**src/rtl/xb_pkg.sv**
```systemverilog
`timescale 1ns/1ps
package xb_pkg;

    localparam int OFS_W  = 12;
    localparam int LVL_W  = 9;
    localparam int SPAN_W = 2 * LVL_W;

    typedef enum logic [1:0] {
        PG_4K  = 2'd0,
        PG_2M  = 2'd1,
        PG_1G  = 2'd2,
        PG_RSV = 2'd3
    } pg_size_e;

    // Low page-number bits that take part in the compare and come from the frame.
    function automatic logic [SPAN_W-1:0] span_keep(input pg_size_e sz);
        case (sz)
            PG_2M:   return {{LVL_W{1'b1}}, {LVL_W{1'b0}}};
            PG_1G:   return '0;
            default: return '1;
        endcase
    endfunction

    function automatic logic [SPAN_W-1:0] merge_span(
        input logic [SPAN_W-1:0] frame_lo,
        input logic [SPAN_W-1:0] page_lo,
        input logic [SPAN_W-1:0] keep
    );
        return (frame_lo & keep) | (page_lo & ~keep);
    endfunction

endpackage

```
**src/rtl/xb_slot.sv**
```systemverilog
`timescale 1ns/1ps
module xb_slot
    import xb_pkg::*;
#(
    parameter int VPN_W  = 27,
    parameter int PPN_W  = 28,
    parameter int ASID_W = 8
) (
    input  logic              clk,
    input  logic              rst,
    input  logic              wr_en,
    input  logic [VPN_W-1:0]  wr_vpn,
    input  logic [ASID_W-1:0] wr_asid,
    input  logic [PPN_W-1:0]  wr_ppn,
    input  pg_size_e          wr_size,
    input  logic              flush_valid,
    input  logic              flush_all,
    input  logic [ASID_W-1:0] flush_asid,
    input  logic [VPN_W-1:0]  lk_vpn,
    input  logic [ASID_W-1:0] lk_asid,
    output logic              valid,
    output logic              match,
    output logic [PPN_W-1:0]  ppn,
    output pg_size_e          size
);

    logic              valid_q;
    logic [VPN_W-1:0]  vpn_q;
    logic [ASID_W-1:0] asid_q;
    logic [PPN_W-1:0]  ppn_q;
    pg_size_e          size_q;
    logic              drop;
    logic [VPN_W-1:0]  keep_full;

    assign drop = flush_valid && (flush_all || (asid_q == flush_asid));

    always_ff @(posedge clk) begin
        if (rst) begin
            valid_q <= 1'b0;
            vpn_q   <= '0;
            asid_q  <= '0;
            ppn_q   <= '0;
            size_q  <= PG_4K;
        end else if (drop) begin
            valid_q <= 1'b0;
        end else if (wr_en) begin
            valid_q <= 1'b1;
            vpn_q   <= wr_vpn;
            asid_q  <= wr_asid;
            ppn_q   <= wr_ppn;
            size_q  <= wr_size;
        end
    end

    assign keep_full = {{(VPN_W-SPAN_W){1'b1}}, span_keep(size_q)};
    assign match     = valid_q && (asid_q == lk_asid) && (((vpn_q ^ lk_vpn) & keep_full) == '0);
    assign valid     = valid_q;
    assign ppn       = ppn_q;
    assign size      = size_q;

endmodule

```
**src/rtl/xb_victim.sv**
```systemverilog
`timescale 1ns/1ps
module xb_victim #(
    parameter int N = 16,
    localparam int IDX_W = (N > 1) ? $clog2(N) : 1
) (
    input  logic             clk,
    input  logic             rst,
    input  logic [N-1:0]     valid_vec,
    input  logic             take,
    output logic [IDX_W-1:0] idx
);

    logic [IDX_W-1:0] ptr_q;
    logic [IDX_W-1:0] free_idx;
    logic             any_free;

    always_comb begin
        any_free = 1'b0;
        free_idx = '0;
        for (int i = N - 1; i >= 0; i--) begin
            if (!valid_vec[i]) begin
                any_free = 1'b1;
                free_idx = IDX_W'(i);
            end
        end
    end

    assign idx = any_free ? free_idx : ptr_q;

    always_ff @(posedge clk) begin
        if (rst) begin
            ptr_q <= '0;
        end else if (take && !any_free) begin
            ptr_q <= (ptr_q == IDX_W'(N - 1)) ? '0 : ptr_q + 1'b1;
        end
    end

endmodule

```
**src/rtl/xb_walk_ctl.sv**
```systemverilog
`timescale 1ns/1ps
module xb_walk_ctl #(
    parameter int VA_W   = 39,
    parameter int ASID_W = 8
) (
    input  logic              clk,
    input  logic              rst,
    input  logic              miss,
    input  logic [VA_W-1:0]   miss_vaddr,
    input  logic [ASID_W-1:0] miss_asid,
    input  logic              fill_seen,
    output logic              walk_req,
    output logic [VA_W-1:0]   walk_vaddr,
    output logic [ASID_W-1:0] walk_asid
);

    logic busy_q;
    logic issue;

    assign issue = miss && !busy_q;

    always_ff @(posedge clk) begin
        if (rst) begin
            busy_q     <= 1'b0;
            walk_req   <= 1'b0;
            walk_vaddr <= '0;
            walk_asid  <= '0;
        end else begin
            walk_req <= issue;
            if (issue) begin
                busy_q     <= 1'b1;
                walk_vaddr <= miss_vaddr;
                walk_asid  <= miss_asid;
            end else if (fill_seen) begin
                busy_q <= 1'b0;
            end
        end
    end

endmodule

```
**src/rtl/xlat_buffer.sv**
```systemverilog
`timescale 1ns/1ps
module xlat_buffer
    import xb_pkg::*;
#(
    parameter int VA_W    = 39,
    parameter int PA_W    = 40,
    parameter int ASID_W  = 8,
    parameter int ENTRIES = 16,
    localparam int VPN_W  = VA_W - OFS_W,
    localparam int PPN_W  = PA_W - OFS_W,
    localparam int IDX_W  = (ENTRIES > 1) ? $clog2(ENTRIES) : 1
) (
    input  logic              clk,
    input  logic              rst,
    input  logic              lkp_valid,
    input  logic [VA_W-1:0]   lkp_vaddr,
    input  logic [ASID_W-1:0] lkp_asid,
    output logic              lkp_hit,
    output logic [PA_W-1:0]   lkp_paddr,
    output logic              walk_req,
    output logic [VA_W-1:0]   walk_vaddr,
    output logic [ASID_W-1:0] walk_asid,
    input  logic              fill_valid,
    input  logic [VPN_W-1:0]  fill_vpn,
    input  logic [ASID_W-1:0] fill_asid,
    input  logic [PPN_W-1:0]  fill_ppn,
    input  logic [1:0]        fill_size,
    input  logic              flush_valid,
    input  logic              flush_all,
    input  logic [ASID_W-1:0] flush_asid
);

    logic [ENTRIES-1:0] slot_valid;
    logic [ENTRIES-1:0] slot_match;
    logic [PPN_W-1:0]   slot_ppn  [ENTRIES];
    pg_size_e           slot_size [ENTRIES];

    logic [VPN_W-1:0]   lk_vpn;
    logic               fill_take;
    logic [IDX_W-1:0]   victim;

    logic               any_match;
    logic [PPN_W-1:0]   sel_ppn;
    pg_size_e           sel_size;
    logic [SPAN_W-1:0]  sel_keep;
    logic [PPN_W-1:0]   out_pn;

    assign lk_vpn    = lkp_vaddr[VA_W-1:OFS_W];
    assign fill_take = fill_valid && !flush_valid;

    xb_victim #(.N(ENTRIES)) u_victim (
        .clk       (clk),
        .rst       (rst),
        .valid_vec (slot_valid),
        .take      (fill_take),
        .idx       (victim)
    );

    for (genvar g = 0; g < ENTRIES; g++) begin : g_slot
        xb_slot #(
            .VPN_W  (VPN_W),
            .PPN_W  (PPN_W),
            .ASID_W (ASID_W)
        ) u_slot (
            .clk         (clk),
            .rst         (rst),
            .wr_en       (fill_take && (victim == IDX_W'(g))),
            .wr_vpn      (fill_vpn),
            .wr_asid     (fill_asid),
            .wr_ppn      (fill_ppn),
            .wr_size     (pg_size_e'(fill_size)),
            .flush_valid (flush_valid),
            .flush_all   (flush_all),
            .flush_asid  (flush_asid),
            .lk_vpn      (lk_vpn),
            .lk_asid     (lkp_asid),
            .valid       (slot_valid[g]),
            .match       (slot_match[g]),
            .ppn         (slot_ppn[g]),
            .size        (slot_size[g])
        );
    end

    // Lowest-numbered matching entry wins.
    always_comb begin
        any_match = 1'b0;
        sel_ppn   = '0;
        sel_size  = PG_4K;
        for (int i = ENTRIES - 1; i >= 0; i--) begin
            if (slot_match[i]) begin
                any_match = 1'b1;
                sel_ppn   = slot_ppn[i];
                sel_size  = slot_size[i];
            end
        end
    end

    assign sel_keep  = span_keep(sel_size);
    assign out_pn    = {sel_ppn[PPN_W-1:SPAN_W],
                        merge_span(sel_ppn[SPAN_W-1:0], lk_vpn[SPAN_W-1:0], sel_keep)};
    assign lkp_hit   = lkp_valid && any_match;
    assign lkp_paddr = lkp_hit ? {out_pn, lkp_vaddr[OFS_W-1:0]} : '0;

    xb_walk_ctl #(
        .VA_W   (VA_W),
        .ASID_W (ASID_W)
    ) u_walk (
        .clk        (clk),
        .rst        (rst),
        .miss       (lkp_valid && !any_match),
        .miss_vaddr (lkp_vaddr),
        .miss_asid  (lkp_asid),
        .fill_seen  (fill_valid),
        .walk_req   (walk_req),
        .walk_vaddr (walk_vaddr),
        .walk_asid  (walk_asid)
    );

endmodule

```
**config.mk**
```make
export PLATFORM = sky130hd
export DESIGN_NAME = xlat_buffer
export DESIGN_NICKNAME = d
export VERILOG_FILES = /design/src/rtl/xb_pkg.sv /design/src/rtl/xb_slot.sv /design/src/rtl/xb_victim.sv /design/src/rtl/xb_walk_ctl.sv /design/src/rtl/xlat_buffer.sv
export SDC_FILE = /design/constraint.sdc
export NUM_CORES = 2
export LEC_CHECK = 0
export BUFFER_PORTS_ARGS = -buffer_cell sky130_fd_sc_hd__buf_4
export CAP_MARGIN = 20
export CORE_MARGIN = 2
export CORE_UTILIZATION = 65
export CTS_BUF_LIST = sky130_fd_sc_hd__clkbuf_4 sky130_fd_sc_hd__clkbuf_8 sky130_fd_sc_hd__clkbuf_16
export CTS_CLUSTER_SIZE = 12
export DETAILED_ROUTE_END_ITERATION = 10
export PLACE_DENSITY = 0.86
export REMOVE_ABC_BUFFERS = 1
export SYNTH_ARGS = -nofsm -noshare
export SYNTH_HDL_FRONTEND = slang
export SYNTH_SLANG_ARGS = --single-unit
```
**constraint.sdc**
```tcl
create_clock -name clk -period 8.85 [get_ports clk]
set_input_delay 0.4425 -clock clk [delete_from_list [all_inputs] [get_ports clk]]
set_output_delay 0.4425 -clock clk [all_outputs]
set_load 0.005 [all_outputs]
```
==> results by group <==
Logic synthesis
  • Syn Area/Cell: 7.53 um2
  • Yosys reg bits: about 1.1k
  • Post-synth EDFFs: 0
  • Most used DFF post-synth: dfxtp_1
  • Synth unique cells: 73
  • Syn Inst Count: around 7k
  • Mapped cell area: 0.0525 mm2
  • Async SR Flop Fraction: 0
  • Sequential area share after synthesis: 0.423
  • Synth Warn #: 0

Clock network
  • Post-CTS setup repair buffer count: 0
  • Worst skew pair latency: 700 ps
  • H-tree depth: 3
  • CTS tree: built
  • CTS sink cnt: 1,109
  • Hold_buf cts: 2
  • Clock root buffer: clkbuf_16
  • Resized Gates After CTS: 0
  • Worst-path clk slew: 60 ps
  • Total CTS buffers: 111
  • Clk buf depth: 3

Cells and area
  • Most frequent cells in the layout: nand2_1 (2,205), a21oi_1 (1,152), dfxtp_1 (1,109)
  • Final cell count without fillers: about 8k
  • Fillers: just over 6k
  • Nets: just under 7k
  • Ratio of cells with drive above 1 in the final layout: 0.0771
  • Storage element area: approximately 0.022 mm2
  • Multi-input logic area: between 0.02 and 0.03 mm2
  • Commonest non-fill, non-tap cell in the layout: nand2_1
  • Finished Core Util: 0.708
  • Layout overhead on the synthesized area: 8.30%

Worst setup path
  • Slowest CP cell: o41ai_1
  • Worst-path cell chain: xnor2_1, nand4_1, o41ai_1, nand4_1, nand2_1, a21oi_1, a311o_1, a31oi_1, ha_1, inv_1, o21ai_0, a211o_1, o211ai_1, a21oi_1, buf_4
  • RR Endpoint: u_walk.walk_vaddr[4]
  • Worst r2r src: g_slot[4].u_slot.vpn_q[5]
  • Worst Path Max Fanout: 14
  • Critical path arrival: approximately 6700 ps
  • Flop2flop setup slack: roughly 3500 ps
  • Critical path launch point: g_slot[4].u_slot.vpn_q[5]
  • CP Capture Type: primary output
  • WS Path Type: flop to primary output
  • Startpoint types: flop
  • Max incr delay on CP: ~1100 ps
  • R2R cell count: 10
  • Req. time, crit path: approximately 8400 ps

Die
  • Core area: around 0.080 mm2
  • Row Count: ~100
  • Die ar.: 0.0831 mm2
  • Ports: roughly 220
  • Chip width: 288 um
  • Die Y: 288 um
  • Starting Density: 0.654

Global route
  • Initial antenna violation count: 9
  • Global Route Usage Sum: 0.440
  • Largest net degree at the start of global routing: 232
  • Total congestion overflow: 0
  • Number of global-route vias before repair: roughly 48k
  • First-pass GRT wire length: about 280 mm

STA
  • Max_slew headroom: 0.124
  • Fin Setup TNS: 0 ps
  • Part of the cycle the worst path needs: 0.807
  • Layout Skew: between 15 and 20 ps
  • Fin. max-slew vios: 0
  • Fmax: around 140 MHz
  • Final setup violation count: 0
  • Final hold violation count: 0
  • Fin crit period: between 7000 and 8000 ps
  • RSZ-0062 raised after global routing: no
  • Measured slew at the worst slew-check pin: between 1000 and 1500 ps

Job
  • Max_cap viols: 0

Routing
  • Via density: roughly 6.5
  • Residual DRC: 0
  • Routed wire length: between 150 and 200 mm
  • Iter 0 DRT Violations: a little over 7k
  • Via Count: a little over 50k
  • Routed len/inst: approximately 24 um
  • Post-route ant nets: 0
  • Pre-antenna DRT Iters: 9

Pwr
  • Pwr dens: ~180 mW/mm2
  • Total Power: between 10 and 15 mW
  • Cell leakage power: about 20 nW
  • Worst ir drop on vdd: between 0.15 and 0.2 mV

Min path
  • Hold Crit Endpoint: u_walk.walk_vaddr[8]
  • Worst hold start: lkp_vaddr[8]
  • Worst Hold Class: primary input to flop
  • Hold Crit Depth: 3

Place
  • Total placed cells including tap cells: 7,632
  • Post-DP HPWL: between 100 and 150 mm
  • Port Buffers: between 200 and 250
  • RD Place Congestion: 0.963

Outcome
  • Outcome: finished clean
[how the worst max path moves through the flow]
| stage | end | cells past startpoint |
|---|---|---|
| 2_1_floorplan | g_slot[1].u_slot.asid_q[0] | 10 |
| 3_3_place_gp | lkp_paddr[27] | 18 |
| 3_5_place_dp | lkp_paddr[27] | 18 |
| 4_1_cts | lkp_paddr[27] | 18 |
| 5_1_grt | lkp_paddr[27] | 18 |
| 6_report | lkp_paddr[27] | 15 |
[per-layer routing]
metal | routed length [um] | global-route usage | vias up
met5 | 57 | 0 | -
met4 | 17900 | 0.358 | 8
met3 | 27100 | 0.125 | 1102
met2 | 79700 | 0.660 | 3973
met1 | 64800 | 0.529 | 23374
li1 | - | - | 22271
[cell usage after synthesis (56+ instances only)]
library cell	number	share of area
a21oi_1	1152	0.11
buf_2	61	0.0058
clkbuf_1	487	0.035
dfxtp_1	1109	0.42
inv_1	97	0.0069
mux2i_1	56	0.011
nand2_1	2209	0.16
nor2_1	186	0.013
nor3_1	60	0.0057
nor4_1	85	0.010
o21ai_0	112	0.011
xnor2_1	255	0.043
xor2_1	434	0.072
[registers in the layout (all words and copies together) (netlist names)]
signal and flops:
g_slot.u_slot.asid_q 128, g_slot.u_slot.ppn 448, g_slot.u_slot.size 32, g_slot.u_slot.valid 16, g_slot.u_slot.vpn_q 432, u_victim.ptr_q 4
u_walk.busy_q 1, u_walk.walk_asid 8, u_walk.walk_req 1, u_walk.walk_vaddr 39
[worst max-delay path, delay by kind of cell, from the launching register on]
family / cells / cell delay [ps]
compound gates: 8 / 2520
xor+xnor: 1 / 180
fa+ha+maj: 1 / 680
buf+inv: 2 / 500
flops: 1 / 330
simple gates: 3 / 1760
[area by class of cell]
class                   count  share of cell area
flip-flops and latches   1109               0.390
clock buffers             173              0.0612
repair buffers            270              0.0372
diodes                      5            0.000220
clock inverters            11             0.00222
well taps                1060              0.0233
multi-input cells        5097               0.479
inverters                 100             0.00660
[cell families (layout without fill, tap and decap cells)]
logic type / after synthesis / in the layout / synth area share
xor+xnor: 689 / 689 / 0.115
fa+ha+maj: 18 / 18 / 0.00429
mux: 61 / 61 / 0.0117
flops: 1109 / 1109 / 0.423
simple gates: 2763 / 2763 / 0.214
compound gates: 1566 / 1566 / 0.169
buf+inv: 766 / 554 / 0.0635
other cells: 0 / 5 / 0
[per-stage QoR]
stage	hold WS, ps	area [um2]	setup WS, ps
floorplan	421	49600	-322
global placement	434	53200	2500
detailed placement	439	53200	2420
CTS	2.19	56800	2100
global route	12.4	56900	1710
finish	4.17	56900	1710
[where the power goes]
part | internal (mW) | switching, mW | total, mW | leakage [nW]
clock network | 2.73 | 2.01 | 4.74 | 1.82
logic | 0.190 | 0.462 | 0.652 | 9.29
registers | 5.02 | 0.0222 | 5.05 | 8.94
(Power assumes the default switching activity.)
